**src/rtl/ts_capture_pkg.sv**
```systemverilog
package ts_capture_pkg;

    localparam int DEF_NUM_CH = 16;
    localparam int DEF_PHASES = 64;
    localparam int DEF_TS_W   = 18;

    // Capture slot states
    typedef enum logic {
        SLOT_EMPTY = 1'b0,
        SLOT_HELD  = 1'b1
    } slot_state_t;

endpackage

```
**src/rtl/ts_coarse_ctr.sv**
```systemverilog
module ts_coarse_ctr #(
    parameter int COARSE_W = 12
) (
    input  logic                clk,
    input  logic                rst,
    output logic [COARSE_W-1:0] cnt_now,
    output logic [COARSE_W-1:0] cnt_late
);

    // Free-running period counter plus a copy lagging by one update.
    always_ff @(posedge clk) begin
        if (rst) begin
            cnt_now  <= '0;
            cnt_late <= '0;
        end else begin
            cnt_now  <= cnt_now + 1'b1;
            cnt_late <= cnt_now;
        end
    end

endmodule

```
**src/rtl/ts_phase_encoder.sv**
```systemverilog
module ts_phase_encoder #(
    parameter int PHASES = 64,
    localparam int FINE_W = $clog2(PHASES)
) (
    input  logic [PHASES-1:0] snap,
    output logic [FINE_W-1:0] fine
);

    // Pad with a virtual high tap below bit 0 and a low tap above the top.
    logic [PHASES+1:0] padded;
    logic [PHASES-1:0] filt;

    assign padded = {1'b0, snap, 1'b1};

    // Majority-of-three bubble filter
    for (genvar k = 0; k < PHASES; k++) begin : g_filt
        assign filt[k] = (padded[k] & padded[k+1]) |
                         (padded[k] & padded[k+2]) |
                         (padded[k+1] & padded[k+2]);
    end

    // Lowest low tap marks the transition; saturate when none is low.
    always_comb begin
        fine = FINE_W'(PHASES - 1);
        for (int k = PHASES - 1; k >= 0; k--) begin
            if (!filt[k]) begin
                fine = FINE_W'(k);
            end
        end
    end

endmodule

```
**src/rtl/ts_chan_slot.sv**
```systemverilog
module ts_chan_slot
    import ts_capture_pkg::*;
#(
    parameter int TS_W = 18
) (
    input  logic            clk,
    input  logic            rst,
    input  logic            trig,
    input  logic            rel,
    input  logic [TS_W-1:0] stamp,
    output logic            valid,
    output logic [TS_W-1:0] ts
);

    slot_state_t state_q;
    slot_state_t state_d;
    logic        load;
    logic [TS_W-1:0] ts_q;

    // State register
    always_ff @(posedge clk) begin
        if (rst) begin
            state_q <= SLOT_EMPTY;
        end else begin
            state_q <= state_d;
        end
    end

    // Transitions: CAPTURE (EMPTY->HELD), RELEASE (HELD->EMPTY)
    always_comb begin
        state_d = state_q;
        load    = 1'b0;
        unique case (state_q)
            SLOT_EMPTY: begin
                if (trig) begin
                    state_d = SLOT_HELD;
                    load    = 1'b1;
                end
            end
            SLOT_HELD: begin
                if (rel) begin
                    state_d = SLOT_EMPTY;
                end
            end
        endcase
    end

    // Stamp register
    always_ff @(posedge clk) begin
        if (rst) begin
            ts_q <= '0;
        end else if (load) begin
            ts_q <= stamp;
        end
    end

    // Outputs
    always_comb begin
        valid = (state_q == SLOT_HELD);
        ts    = ts_q;
    end

endmodule

```
**src/rtl/ts_capture_unit.sv**
```systemverilog
module ts_capture_unit
    import ts_capture_pkg::*;
#(
    parameter int NUM_CH = DEF_NUM_CH,
    parameter int PHASES = DEF_PHASES,
    parameter int TS_W   = DEF_TS_W
) (
    input  logic                   clk,
    input  logic                   rst,
    input  logic [PHASES-1:0]      phase_i,
    input  logic [NUM_CH-1:0]      trig_i,
    input  logic [NUM_CH-1:0]      rel_i,
    output logic [NUM_CH-1:0]      valid_o,
    output logic [NUM_CH*TS_W-1:0] ts_o
);

    localparam int FINE_W   = $clog2(PHASES);
    localparam int COARSE_W = TS_W - FINE_W;

    logic [COARSE_W-1:0] coarse_now;
    logic [COARSE_W-1:0] coarse_late;
    logic [FINE_W-1:0]   fine_code;
    logic [COARSE_W-1:0] coarse_sel;
    logic [TS_W-1:0]     stamp;

    ts_coarse_ctr #(
        .COARSE_W (COARSE_W)
    ) u_ctr (
        .clk      (clk),
        .rst      (rst),
        .cnt_now  (coarse_now),
        .cnt_late (coarse_late)
    );

    ts_phase_encoder #(
        .PHASES (PHASES)
    ) u_enc (
        .snap (phase_i),
        .fine (fine_code)
    );

    // Late-half phase: counter settled, take it; early half: use lagging copy.
    assign coarse_sel = fine_code[FINE_W-1] ? coarse_now : coarse_late;
    assign stamp      = {coarse_sel, fine_code};

    for (genvar ch = 0; ch < NUM_CH; ch++) begin : g_slot
        ts_chan_slot #(
            .TS_W (TS_W)
        ) u_slot (
            .clk   (clk),
            .rst   (rst),
            .trig  (trig_i[ch]),
            .rel   (rel_i[ch]),
            .stamp (stamp),
            .valid (valid_o[ch]),
            .ts    (ts_o[ch*TS_W +: TS_W])
        );
    end

endmodule

```
**config.mk**
```make
export PLATFORM = sky130hd
export DESIGN_NAME = ts_capture_unit
export DESIGN_NICKNAME = d
export VERILOG_FILES = /design/src/rtl/ts_capture_pkg.sv /design/src/rtl/ts_coarse_ctr.sv /design/src/rtl/ts_phase_encoder.sv /design/src/rtl/ts_chan_slot.sv /design/src/rtl/ts_capture_unit.sv
export SDC_FILE = /design/constraint.sdc
export NUM_CORES = 1
export LEC_CHECK = 0
export BUFFER_PORTS_ARGS = -buffer_cell sky130_fd_sc_hd__buf_2
export CORE_MARGIN = 1.5
export CORE_UTILIZATION = 46
export CTS_CLUSTER_DIAMETER = 60
export CTS_CLUSTER_SIZE = 14
export DETAILED_ROUTE_END_ITERATION = 10
export PLACE_DENSITY_LB_ADDON = 0.3
export SLEW_MARGIN = 20
export SYNTH_ARGS = -nofsm -noshare
export SYNTH_HDL_FRONTEND = slang
export SYNTH_HIERARCHICAL = 1
export SYNTH_SLANG_ARGS = --single-unit
```
**constraint.sdc**
```tcl
create_clock -name clk -period 9.8 [get_ports clk]
set_input_delay 1.96 -clock clk [delete_from_list [all_inputs] [get_ports clk]]
set_output_delay 1.96 -clock clk [all_outputs]
set_load 0.02 [all_outputs]
```
==> flow_summary.ini <==
[sta]
clock_skew_ns = 0.0212
fin_crit_sh_pct = 44.0
setup_viol = 0
final_hold_viol_count = 0
fin_ws_ns = 5.48
relSlewSlack_pct = 19.3
tightest_slew_ns = 1.21
rsz0062_at_grt = no
max_freq_ghz = 0.232
layout_min_cycle_time_ns = 4.32
maxSlewViolCount = 0
fin_setup_tns_ns = 0

[global_route]
grt-ovfl-total = 0
grt_usage_pct = 25.4
antenna_found_initial = 0
grt_pass1_wl_um = 79700
grt_pass1_vias = 13888
grt_max_degree = 356

[cts]
cts_max_path_buffers = 3
htree_levels = 2
clock_latency_ns = 0.51
clock_sinks = 328
clkTransAtPathRegs_ns = 0.06
cts_resized = 0
holdBufCountCts = 0
clk_root_buffer_cell = clkbuf_16
cts_setup_buffers = 0
cts_buffers = 34
cts_tree = done

[synth]
ys_seq_elements = 328
synth_compound_area_share_pct = 19.4
synth_area_per_cell_sq_um = 9.69
synth_mux_area_share_pct = 1.34
syn_inst = 1835
synthXorXnorAreaFrac_pct = 0.788
synth_edf_count = 0
yosysSeqAreaShare_pct = 36.9
synth_top_family_by_area = simple AND/OR/NAND/NOR gates
synth_fa_ha_area_share_pct = 0.352
ys.flop_type = dfxtp_1
async_flop_share_pct = 0
synth_simple_gate_area_share_pct = 34.7
yosysWarnings = 6
synthesis.nets = 1934
netlist_area_sq_um = 17800
post_synth_num_cell_types = 76

[run_status]
status = completed

[power_and_ir_drop]
irDropWorstVdd_v = 0.000120
power.total_mw = 3.12
seqPwrFrac_pct = 44.8
swShare_pct = 26.4
internal-power_mw = 2.29
p_clk_share_pct = 42.3
pwr-share-comb_pct = 12.9
leakage_nw = 7.84
power.switching_uw = 823
power_density_nw_per_um2 = 151

[floorplanning]
die_h_um = 200
die-area_sq_um = 39900
rows = 71
die_w_um = 200
core_area_sq_um = 37800
start_util_pct = 47.0
io_pins = 402

[hold_path]
hp-start = g_slot[3].u_slot/ts[16]
hp-class = register to register

[layout]
layout.nets = 2194
synthToLayoutAreaGrowth_pct = 15.9
fillerInstances = 3439
register_area_sq_um = 6570
multi_input_area_sq_um = 10100
layout-drive-gt1-share_pct = 31.5
utilization_pct = 54.5

[worst_setup_path]
crit_type = input port to register
crit_start = phase_i[8]
endpoint_kind = register
rr_startpoint = g_slot[14].u_slot/valid
start_kind = input port
arrival_ns = 4.66
crit_fanout = 28
critical_path_required_ns = 10.15

[routing]
drtPass1Iterations = 6
vias = 15158
antenna_left = 0
wl_per_cell_um = 20.4
drc = 0
avgViaCountPerCell = 5.78
drt_iter0_drc = 1108
routed_wl_um = 53500

[place]
gp_congestion = 0.835
hpwl_um = 32800
post-place-ws_ns = 4.97
io_buffers = 401

[flow_run]
maxCapViolations = 0
## per-stage QoR
stage / cell area [sq um] / hold WS [ns] / cells
6_report: 20600 / 0.462 / 2624
5_1_grt: 20600 / 0.481 / 2623
4_1_cts: 20600 / 0.462 / 2622
3_5_place_dp: 19500 / 0.451 / 2569
3_3_place_gp: 19500 / 0.449 / 2569
2_1_floorplan: 17800 / 0.465 / 1835
## kinds of logic (layout without fill, tap and decap cells)
kind of cell	Yosys count	after routing
and+or+nand+nor	783	783
AOI/OAI and AO/OA	483	483
DFF	328	328
buffers and inverters	201	478
muxes	18	18
xor gates and xnor gates	16	16
adders and majority gates	6	6
other	0	1
## cell usage after synthesis, types with 4 or more instances
| cell | number | area share [%] |
|---|---|---|
| xor2_1 | 6 | 0.30 |
| and2b_1 | 16 | 0.68 |
| buf_8 | 16 | 1.4 |
| xnor2_1 | 10 | 0.49 |
| o21ai_1 | 104 | 2.9 |
| a21oi_1 | 38 | 1.1 |
| dfxtp_1 | 328 | 37 |
| inv_1 | 17 | 0.36 |
| o22ai_1 | 4 | 0.14 |
| nor3b_1 | 8 | 0.34 |
| buf_6 | 23 | 1.5 |
| nand4_1 | 14 | 0.49 |
| nand3b_1 | 5 | 0.21 |
| buf_2 | 44 | 1.2 |
| o21ai_0 | 58 | 1.6 |
| nor3_1 | 12 | 0.34 |
| o211ai_1 | 16 | 0.68 |
| nor2b_1 | 28 | 0.98 |
| nand4bb_1 | 288 | 18 |
| nor2_1 | 40 | 0.84 |
| nand2_1 | 43 | 0.91 |
| mux2_4 | 10 | 0.84 |
| o21ba_2 | 16 | 0.90 |
| mux2_2 | 6 | 0.38 |
| o21ai_2 | 160 | 7.9 |
| nand3_1 | 18 | 0.51 |
| clkbuf_1 | 97 | 2.0 |
| a31oi_1 | 10 | 0.35 |
| o31ai_1 | 5 | 0.21 |
| maj3_1 | 5 | 0.28 |
| nand2b_1 | 296 | 10 |
| a22oi_1 | 7 | 0.30 |
| o221ai_1 | 11 | 0.54 |
## placed cells by master (no fill, tap or decap), drive strengths merged, types with 21 or more instances in the layout
master and count:
nor2 40, o21ai 322, dfxtp 328, a21oi 40, nand2 43, inv 21, clkbuf 39, nand4bb 288
buf 408, nor2b 28, nand2b 296
## path summary, 6_finish.rpt
path                               to  slack [ns]  depth (start not counted)
max           g_slot[1].u_slot/ts[17]        5.48                         11
min           g_slot[3].u_slot/ts[16]        0.46                          2
max reg2reg  g_slot[14].u_slot/ts[14]        7.95                          3
min reg2reg   g_slot[3].u_slot/ts[16]        0.46                          2
## power groups by stage
stage / Sequential, mW / Combinational (mW) / Clock [mW]
2_1_floorplan: 1.44 / 0.283 / 0
3_3_place_gp: 1.42 / 0.388 / 0
3_5_place_dp: 1.42 / 0.396 / 0
4_1_cts: 1.39 / 0.397 / 1.35
5_1_grt: 1.40 / 0.429 / 1.41
6_report: 1.40 / 0.402 / 1.32
## registers in the layout (all words and copies together), names as in the netlist
signal	flops
g_slot.u_slot/valid	16
u_ctr/cnt_now	12
u_ctr/cnt_late	12
g_slot.u_slot/ts	288
## metal layers
metal | up-vias | share of wire (%) | GRT usage (%)
met5 | - | 0 | 0
met1 | 7349 | 44 | 33.5
met3 | 89 | 6.3 | 5.54
met2 | 450 | 47 | 41.0
met4 | 0 | 2.9 | 8.19
li1 | 7270 | - | -
## layout make-up
cell class | count | share of cell area (%)
Multi-Input combinational cell | 1306 | 49.1
Sequential cell | 328 | 31.9
Timing Repair Buffer | 408 | 10.2
Clock buffer | 39 | 4.42
Tap cell | 511 | 3.10
Clock inverter | 14 | 0.983
Inverter | 17 | 0.310
Antenna cell | 1 | 0.0121
## worst max-delay path, stage by stage
cell	delay, ns
buf_2	0.21
o21ai_1	0.14
o21ai_0	0.21
a21oi_1	0.12
nor2_1	0.23
nand3_1	0.20
nor3_2	0.20
buf_4	0.47
mux2_2	0.62
nand4bb_1	0.19
o21ai_1	0.08
No activity file was read; power rests on OpenSTA's default activity.
